`src/rtl/ptc_pkg.sv`:
```
package ptc_pkg;
  localparam int ADDR_W = 2;
  localparam logic [ADDR_W-1:0] OFF_CNT_HI = 2'd0;
  localparam logic [ADDR_W-1:0] OFF_CNT_LO = 2'd1;
  localparam logic [ADDR_W-1:0] OFF_CTRL   = 2'd2;

  typedef struct packed {
    logic       enable;
    logic       stop_in_wait;
    logic [1:0] spare;
  } ctrl_t;
endpackage

```
`src/rtl/ptc_prescaler.sv`:
```
module ptc_prescaler #(
  parameter int PRE_SHIFT = 2,
  parameter int PRE_W     = 7,
  parameter int DIV_BITS  = 6
) (
  input  logic clk,
  input  logic rst,
  input  logic run,
  output logic inc,
  output logic div_tick
);
  logic [PRE_W-1:0] pre;

  always_ff @(posedge clk) begin
    if (rst) begin
      pre      <= '0;
      div_tick <= 1'b0;
    end else begin
      if (run) pre <= pre + 1'b1;
      div_tick <= run && (&pre[DIV_BITS-1:0]);
    end
  end

  generate
    if (PRE_SHIFT == 0) begin : g_div1
      assign inc = run;
    end else begin : g_divn
      assign inc = run && (&pre[PRE_SHIFT-1:0]);
    end
  endgenerate

  a_r8_pre_hold: assert property (@(posedge clk) disable iff (rst)
    !run |=> $stable(pre));
  a_r8_no_tick: assert property (@(posedge clk) disable iff (rst)
    !run |=> !div_tick);
  a_r9_single: assert property (@(posedge clk) disable iff (rst)
    div_tick |=> !div_tick);
endmodule

```
`src/rtl/ptc_count16.sv`:
```
module ptc_count16 #(
  parameter int CNT_W = 16
) (
  input  logic             clk,
  input  logic             rst,
  input  logic             inc,
  input  logic             ld_hi,
  input  logic             ld_lo,
  input  logic [CNT_W-1:0] ld_data,
  output logic [CNT_W-1:0] cnt,
  output logic             ovf
);
  localparam int HALF = CNT_W / 2;

  always_ff @(posedge clk) begin
    if (rst) begin
      cnt <= '0;
      ovf <= 1'b0;
    end else if (ld_hi || ld_lo) begin
      if (ld_hi) cnt[CNT_W-1:HALF] <= ld_data[CNT_W-1:HALF];
      if (ld_lo) cnt[HALF-1:0]     <= ld_data[HALF-1:0];
      ovf <= 1'b0;
    end else if (inc) begin
      cnt <= cnt + 1'b1;
      ovf <= &cnt;
    end else begin
      ovf <= 1'b0;
    end
  end

  a_r2_step: assert property (@(posedge clk) disable iff (rst)
    (inc && !ld_hi && !ld_lo) |=> cnt == $past(cnt) + 1'b1);
  a_r3_wrap_zero: assert property (@(posedge clk) disable iff (rst)
    ovf |-> cnt == '0);
  a_r8_idle: assert property (@(posedge clk) disable iff (rst)
    (!inc && !ld_hi && !ld_lo) |=> $stable(cnt));
endmodule

```
`src/rtl/ptc_regs.sv`:
```
module ptc_regs
  import ptc_pkg::*;
#(
  parameter int CNT_W = 16
) (
  input  logic              clk,
  input  logic              rst,
  input  logic              special_mode,
  input  logic [ADDR_W-1:0] bus_addr,
  input  logic              bus_rd,
  input  logic              bus_wr,
  input  logic              bus_word,
  input  logic [CNT_W-1:0]  bus_wdata,
  input  logic [CNT_W-1:0]  cnt,
  output ctrl_t             ctrl,
  output logic              ld_hi,
  output logic              ld_lo,
  output logic [CNT_W-1:0]  ld_data,
  output logic [CNT_W-1:0]  rdata
);
  localparam int HALF = CNT_W / 2;
  logic word_at_base;

  assign word_at_base = bus_word && (bus_addr == OFF_CNT_HI);
  assign ld_hi   = bus_wr && special_mode && (bus_addr == OFF_CNT_HI);
  assign ld_lo   = bus_wr && special_mode &&
                   ((bus_addr == OFF_CNT_LO) || word_at_base);
  assign ld_data = word_at_base ? bus_wdata
                                : {bus_wdata[HALF-1:0], bus_wdata[HALF-1:0]};

  always_ff @(posedge clk) begin
    if (rst) begin
      ctrl <= '0;
    end else if (bus_wr && bus_addr == OFF_CTRL) begin
      ctrl <= bus_wdata[HALF-1:HALF-4];
    end
  end

  always_ff @(posedge clk) begin
    if (rst) begin
      rdata <= '0;
    end else if (bus_rd) begin
      case (bus_addr)
        OFF_CNT_HI: rdata <= word_at_base ? cnt
                                          : {{HALF{1'b0}}, cnt[CNT_W-1:HALF]};
        OFF_CNT_LO: rdata <= {{HALF{1'b0}}, cnt[HALF-1:0]};
        OFF_CTRL:   rdata <= {{HALF{1'b0}}, ctrl, 4'h0};
        default:    rdata <= '0;
      endcase
    end
  end

  a_r7_ctrl_read: assert property (@(posedge clk) disable iff (rst)
    (bus_rd && bus_addr == OFF_CTRL) |=> rdata[3:0] == 4'h0);
  a_r6_word_coherent: assert property (@(posedge clk) disable iff (rst)
    (bus_rd && word_at_base) |=> rdata == $past(cnt));
endmodule

```
`src/rtl/ptc_top.sv`:
```
module ptc_top
  import ptc_pkg::*;
#(
  parameter int PRE_SHIFT = 2,
  parameter int CNT_W     = 16
) (
  input  logic              clk,
  input  logic              rst,
  input  logic              special_mode,
  input  logic              wait_mode,
  input  logic [ADDR_W-1:0] bus_addr,
  input  logic              bus_rd,
  input  logic              bus_wr,
  input  logic              bus_word,
  input  logic [CNT_W-1:0]  bus_wdata,
  output logic [CNT_W-1:0]  bus_rdata,
  output logic              pa_div64_tick,
  output logic              ovf_pulse
);
  localparam int PRE_W = 7;

  ctrl_t            ctrl;
  logic             run, inc, ld_hi, ld_lo;
  logic [CNT_W-1:0] ld_data, cnt;

  assign run = ctrl.enable && !(ctrl.stop_in_wait && wait_mode);

  ptc_prescaler #(.PRE_SHIFT(PRE_SHIFT), .PRE_W(PRE_W), .DIV_BITS(6)) u_pre (
    .clk(clk), .rst(rst), .run(run), .inc(inc), .div_tick(pa_div64_tick));

  ptc_count16 #(.CNT_W(CNT_W)) u_cnt (
    .clk(clk), .rst(rst), .inc(inc), .ld_hi(ld_hi), .ld_lo(ld_lo),
    .ld_data(ld_data), .cnt(cnt), .ovf(ovf_pulse));

  ptc_regs #(.CNT_W(CNT_W)) u_regs (
    .clk(clk), .rst(rst), .special_mode(special_mode), .bus_addr(bus_addr),
    .bus_rd(bus_rd), .bus_wr(bus_wr), .bus_word(bus_word),
    .bus_wdata(bus_wdata), .cnt(cnt), .ctrl(ctrl), .ld_hi(ld_hi),
    .ld_lo(ld_lo), .ld_data(ld_data), .rdata(bus_rdata));

  a_r4_normal_ignored: assert property (@(posedge clk) disable iff (rst)
    (bus_wr && !special_mode && !inc) |=> $stable(cnt));
  a_r10_wait_stop: assert property (@(posedge clk) disable iff (rst)
    (ctrl.enable && ctrl.stop_in_wait && wait_mode && !ld_hi && !ld_lo)
      |=> $stable(cnt));
endmodule

```
`config.mk`:
```
export PLATFORM = sky130hd
export DESIGN_NAME = ptc_top
export DESIGN_NICKNAME = d
export VERILOG_FILES = /design/src/rtl/ptc_pkg.sv /design/src/rtl/ptc_prescaler.sv /design/src/rtl/ptc_count16.sv /design/src/rtl/ptc_regs.sv /design/src/rtl/ptc_top.sv
export SDC_FILE = /design/constraint.sdc
export NUM_CORES = 1
export LEC_CHECK = 0
export BUFFER_PORTS_ARGS = -buffer_cell sky130_fd_sc_hd__buf_2
export CAP_MARGIN = 20
export CORE_UTILIZATION = 55
export DETAILED_ROUTE_END_ITERATION = 10
export PLACE_DENSITY = 0.81
export SLEW_MARGIN = 10
export SYNTH_ARGS = -nofsm -noshare
export SYNTH_HDL_FRONTEND = slang
export SYNTH_SLANG_ARGS = --single-unit
```
`constraint.sdc`:
```
create_clock -name clk -period 1.75 [get_ports clk]
set_input_delay 0.175 -clock clk [delete_from_list [all_inputs] [get_ports clk]]
set_output_delay 0.175 -clock clk [all_outputs]
set_load 0.05 [all_outputs]
```
==> impl_metrics.py, run 1 <==
metrics = {
    "synth": {
        "syn_inst": 302,
        "ys.flop_type": "dfxtp_1",
        "yosys.area_share.simple_pct": 28.2,
        "synth_top_area_cell": "dfxtp_1",
        "synth_top_family_by_area": "simple AND/OR/NAND/NOR gates",
        "synth-seq-area-share_pct": 37.3,
        "synth_edf_count": 0,
        "synth.top_cells.by_area": "dfxtp_1, a21oi_1, nand2_1",
        "muxShareOfSynthArea_pct": 1.70,
        "synth_xor_area_share_pct": 2.23,
        "synthAdderAreaFrac_pct": 1.06,
        "syn_avg_cell_area_sq_um": 7.81,
        "ys_types": 47,
        "ys_ff_latch": 44,
        "syn-cell-area_sq_um": 2360,
        "synth_nets": 329,
        "synth-compound-area-share_pct": 24.1,
        "synthTopCellsByCount": "dfxtp_1, nand2_1, nor2_1",
        "yosysWarnings": 0,
        "synth_top_area_share_pct": 37.3,
        "synthArstFlopShare_pct": 0,
    },
    "routing": {
        "wire_per_inst_microns": 15.2,
        "drt.antenna.violating_nets": 0,
        "num_vias": 2377,
        "drc_errors": 0,
        "wirelength_microns": 6000,
        "viasPerCell": 6.02,
        "drt_iter0_drc": 190,
        "firstDrtPassIters": 5,
    },
    "power": {
        "pwr-share-clk_pct": 39.7,
        "p_int_w": 0.00156,
        "ir_worst_vdd_mv": 0.536,
        "p_per_area_nw_per_um2": 760,
        "p_sw_share_pct": 25.2,
        "power_frac_seq_pct": 49.5,
        "power.switching_w": 0.000526,
        "power.share.combinational_pct": 10.8,
        "p_leak_nw": 1.06,
    },
    "cts": {
        "cts.repair_timing.setup_buffer_count": 0,
        "cts_made_buffers": 5,
        "htreeDepth": 2,
        "cts.sinks": 44,
        "clockRootBuffer": "clkbuf_8",
        "clock_latency_ns": 0.30,
        "clk_pin_slew_ns": 0.09,
        "ctsLongestPathBuffers": 2,
        "cts_tree": "built",
        "hold_buffers": 0,
    },
    "layout": {
        "syn_to_final_growth_pct": 16.5,
        "drive_gt1_share_pct": 22.0,
        "layout.area.seq_sq_um": 881,
        "nets": 371,
        "fillers": 336,
        "multi_input_area_sq_um": 1350,
        "n_antenna_cell": 0,
    },
    "global_routing": {
        "grt_pass1_wl_microns": 9580,
        "grt_max_degree": 25,
        "grt_antenna_before_repair": 0,
        "grtUsageTotal_pct": 28.6,
        "grt_pass1_vias": 2035,
        "globalRouteOverflowTotal": 0,
    },
    "critical_path": {
        "r2r_slack_ns": 0.16,
        "crit_path_start_kind": "flop",
        "cp-end-kind": "flop",
        "r2r_end": "u_cnt.cnt[9]",
        "worstPathArrival_ns": 1.76,
        "crit_type": "flop to flop",
        "path_max_fanout": 11,
        "worstRegToRegCells": 7,
        "worstPathRequired_ns": 1.93,
        "reg2reg_from": "u_pre.pre[0]",
    },
    "min_path": {
        "hold-path-endpoint": "u_regs.ctrl[3]",
        "hold_path_class": "input port to flop",
        "min_from": "bus_wdata[7]",
        "min_path_cells": 3,
    },
    "sta": {
        "maxSlewHeadroom_pct": 65.6,
        "rsz0062_at_grt": "no",
        "fin_crit_ns": 1.59,
        "fin_worst_skew_ns": 0.00584,
        "setup-violations-final": 0,
        "fmaxAchievable_ghz": 0.630,
        "hold_viol_final": 0,
        "fin_ws_ns": 0.163,
        "finalMaxSlewViolations": 0,
        "timing.final.crit_share_pct": 90.7,
        "tns_ns": 0,
        "worst_pin_slew_ns": 0.514,
    },
    "place": {
        "place_ws_ns": 0.173,
        "port_buffers": 42,
        "dp_hpwl_microns": 4460,
        "place_congestion": 0.900,
    },
    "die": {
        "fp-row-count": 23,
        "initial_core_util_pct": 58.2,
        "die-area_sq_um": 4560,
        "die_x_microns": 67.5,
        "num_io_pins": 43,
        "core_area_sq_um": 4060,
        "fp.dieH_microns": 67.5,
    },
    "run_status": {
        "status": "finished, final reports clean",
    },
    "job": {
        "cap_violations": 0,
    },
}
==> how the worst max path moves through the flow <==
stage / slack, ns / endpoint / start
floorplan: 0.21 / u_cnt.cnt[12] / u_cnt.cnt[0]
global placement: 0.17 / u_cnt.cnt[15] / bus_word
detailed placement: 0.17 / u_cnt.cnt[15] / bus_word
CTS: 0.15 / u_cnt.cnt[12] / u_cnt.cnt[0]
global route: 0.004 / u_cnt.cnt[9] / u_pre.pre[0]
finish: 0.16 / u_cnt.cnt[9] / u_pre.pre[0]
==> sequential cells by signal, indices dropped and copies added, names as in the netlist <==
register,count
u_cnt.cnt,16
u_regs.rdata,16
u_pre.pre,6
u_regs.ctrl,4
u_cnt.ovf,1
u_pre.div_tick,1
==> power groups by stage <==
| stage | combinational (W) | sequential (W) | clock [W] |
|---|---|---|---|
| 2_1_floorplan | 0.000132 | 0.00108 | 0 |
| 3_3_place_gp | 0.000220 | 0.00106 | 0 |
| 3_5_place_dp | 0.000222 | 0.00106 | 0 |
| 4_1_cts | 0.000223 | 0.00103 | 0.000841 |
| 5_1_grt | 0.000247 | 0.00104 | 0.000880 |
| 6_report | 0.000227 | 0.00103 | 0.000829 |
==> cells by family (layout without fill, tap and decap cells) <==
group | count (synthesis) | after routing
buf+inv | 24 | 67
xor+xnor | 6 | 6
simple gates | 133 | 133
compound gates | 89 | 89
flops | 44 | 44
fa+ha+maj | 2 | 2
mux | 4 | 4
==> critical path, stage by stage, from the launching register on <==
cell and delay (ns):
dfxtp_1 0.38, ha_1 0.18, inv_1 0.11, nor3_4 0.23, buf_12 0.15, a31oi_1 0.06
a311oi_1 0.26, nor4_1 0.08
==> metrics by stage <==
stage,area (sq um),power [W],hold slack (ns),utilization (%),instances
2_1_floorplan,2360,0.00121,0.322,-,302
3_3_place_gp,2630,0.00128,0.437,64.7,387
3_5_place_dp,2630,0.00128,0.448,64.7,387
4_1_cts,2750,0.00210,0.152,67.7,395
5_1_grt,2750,0.00216,0.171,67.8,395
6_report,2750,0.00209,0.160,67.8,395
==> metal layers <==
| layer | vias to the layer above | track usage (%) | routed length [microns] |
|---|---|---|---|
| met5 | - | 0 | 0 |
| met2 | 122 | 45.7 | 2760 |
| met4 | 0 | 13.3 | 199 |
| li1 | 1160 | - | - |
| met1 | 1073 | 37.0 | 2520 |
| met3 | 22 | 5.24 | 511 |
==> cells in the final DEF (no fill, tap or decap), drive strengths merged, types with 3 or more instances in the layout <==
master and count:
nand3b 3, nor4 4, clkbuf 6, a21oi 35, inv 5, o21ai 21, nand3 10, a31oi 7
a311oi 4, xor2 4, a22oi 8, dfxtp 44, nand4 7, nor2 44, buf 54, nand2 44
mux2i 4, nor3 11
==> timing repair <==
action,4_1_cts,5_1_grt
gates resized for setup,0,1
hold endpoints to repair,0,0
endpoints found under the setup margin,0,1
==> layout make-up <==
type / instances / share of cell area [%]
Clock buffer: 6 / 3.00
Inverter: 5 / 0.682
Sequential cell: 44 / 32.0
Tap cell: 50 / 2.27
Timing Repair Buffer: 54 / 11.4
Multi-Input combinational cell: 234 / 49.2
Clock inverter: 2 / 1.41
No activity file was read; power rests on OpenSTA's default activity.
==> inputs of run 2 (changes only) <==
--- a/config.mk
+++ b/config.mk
@@ -6,10 +6,10 @@
 export NUM_CORES = 1
 export LEC_CHECK = 0
 export BUFFER_PORTS_ARGS = -buffer_cell sky130_fd_sc_hd__buf_2
-export CAP_MARGIN = 20
 export CORE_UTILIZATION = 55
 export DETAILED_ROUTE_END_ITERATION = 10
 export PLACE_DENSITY = 0.81
+export SETUP_SLACK_MARGIN = 0.4
 export SLEW_MARGIN = 10
 export SYNTH_ARGS = -nofsm -noshare
 export SYNTH_HDL_FRONTEND = slang
==> run 2 against run 1 <==
  * Power decreased by 4.8%
  * Global-route usage increased by 3.5 points
  * Worst setup slack gained 0.073 ns
  * Final cell count increased by 4.6%
  * Clock-buffer cell count did not move
  * Fmax is 4.8% higher
  * Largest power group unchanged
==> impl_metrics.py, run 2 (synthesis gave the netlist of run 1 again) <==
metrics = {
    "layout": {
        "final_cell_mix": "nand2_1, buf_2, nor2_1",
        "layout_commonest_cell": "nand2_1",
        "drive_gt1_share_pct": 32.5,
        "fillers": 314,
        "final_cells": 413,
        "n_antenna_cell": 0,
        "nets": 389,
        "final_core_util_pct": 73.5,
        "syn_to_final_growth_pct": 26.5,
        "reg.largest.list": "u_cnt.cnt: 16 flops, u_regs.rdata: 16 flops, u_pre.pre: 6 flops",
    },
    "cts": {
        "cts_tree": "built",
        "clockRootBuffer": "clkbuf_8",
        "ctsLongestPathBuffers": 2,
        "htreeDepth": 2,
        "clk_pin_slew_ns": 0.09,
        "clock_latency_ns": 0.31,
        "hold_buffers": 0,
        "cts.sinks": 44,
        "cts_made_buffers": 5,
    },
    "critical_path": {
        "cp-startpoint": "u_regs.ctrl[3]",
        "path_max_fanout": 8,
        "worstPathArrival_ns": 1.67,
        "worstPathRequired_ns": 1.91,
        "crit_path_start_kind": "flop",
        "reg2reg_from": "u_regs.ctrl[3]",
        "cp-end-kind": "flop",
        "crit_type": "flop to flop",
    },
    "sta": {
        "whs_ns": 0.145,
        "tns_ns": 0,
        "maxSlewHeadroom_pct": 53.4,
        "timing.final.crit_share_pct": 86.5,
        "worst_pin_slew_ns": 0.700,
        "finalMaxSlewViolations": 0,
        "rsz0062_at_grt": "yes",
        "fmaxAchievable_ghz": 0.660,
        "fin_worst_skew_ns": 0.00595,
        "fin_crit_ns": 1.51,
        "hold_viol_final": 0,
        "setup-violations-final": 0,
    },
    "routing": {
        "num_vias": 2573,
        "drt.antenna.violating_nets": 0,
        "wirelength_microns": 7120,
        "firstDrtPassIters": 5,
        "viasPerCell": 6.23,
        "drt_iter0_drc": 331,
        "wire_per_inst_microns": 17.2,
        "drc_errors": 0,
    },
    "global_routing": {
        "grtUsageTotal_pct": 32.1,
        "grt_pass1_wl_microns": 10800,
        "grt_antenna_before_repair": 0,
        "globalRouteOverflowTotal": 0,
        "grt_max_degree": 38,
        "grt_pass1_vias": 2286,
    },
    "power": {
        "p_per_area_nw_per_um2": 667,
        "power_w": 0.00199,
        "p_leak_nw": 1.17,
        "ir_worst_vdd_mv": 0.801,
    },
    "die": {
        "die_x_microns": 67.5,
        "num_io_pins": 43,
        "die-area_sq_um": 4560,
        "core_area_sq_um": 4060,
        "fp-row-count": 23,
        "initial_core_util_pct": 58.2,
        "fp.dieH_microns": 67.5,
    },
    "min_path": {
        "min_from": "bus_wdata[1]",
        "hold_path_class": "input port to flop",
    },
    "place": {
        "place_inst": 387,
        "dp_hpwl_microns": 4480,
        "port_buffers": 42,
        "place_congestion": 0.999,
    },
    "job": {
        "cap_violations": 0,
    },
    "run_status": {
        "status": "finished, final reports clean",
    },
}
run 2: worst paths after layout:
kind,end,slack [ns],depth (start not counted)
worst min register to register,u_pre.div_tick,0.45,2
worst max register to register,u_cnt.cnt[9],0.24,6
worst max-delay path,u_cnt.cnt[9],0.24,6
worst min-delay path,u_cnt.cnt[1],0.15,3
run 2: layout make-up:
type / count / area (sq um) / area share (%)
Clock buffer: 6 / 82.6 / 2.77
Clock inverter: 2 / 13.8 / 0.461
Inverter: 5 / 21.3 / 0.713
Multi-Input combinational cell: 234 / 1450 / 48.5
Sequential cell: 44 / 902 / 30.2
Tap cell: 50 / 62.6 / 2.10
Timing Repair Buffer: 72 / 455 / 15.3
run 2: per-layer routing:
layer  vias up  share of wire [%]  track usage (%)
li1       1205                  -                -
met1      1197                 42             40.3
met2       143                 48             51.0
met4         0                2.8             16.8
met5         -                  0                0
met3        28                7.5             7.09
run 2: where the power goes:
group / internal, W / switching, W
logic: 0.0000912 / 0.000162
registers: 0.00102 / 0.0000210
clock network: 0.000321 / 0.000378
run 2: critical path, cell delays in order (launching register included):
cell      delay (ns)
dfxtp_2         0.36
a21bo_4         0.26
nor3_4          0.23
buf_12          0.16
a31oi_2         0.04
a311oi_1        0.23
nor4_1          0.09
run 2: through the flow:
step / area (sq um) / setup WS, ns
global placement: 2640 / 0.181
CTS: 2920 / 0.323
floorplan: 2390 / 0.412
global route: 2980 / 0.175
finish: 2980 / 0.236
detailed placement: 2640 / 0.140
run 2: what timing repair did:
item,CTS,global route
pin swaps,10,10
resized for setup,26,9
setup buffers,13,5
endpoints found under the setup margin,18,19
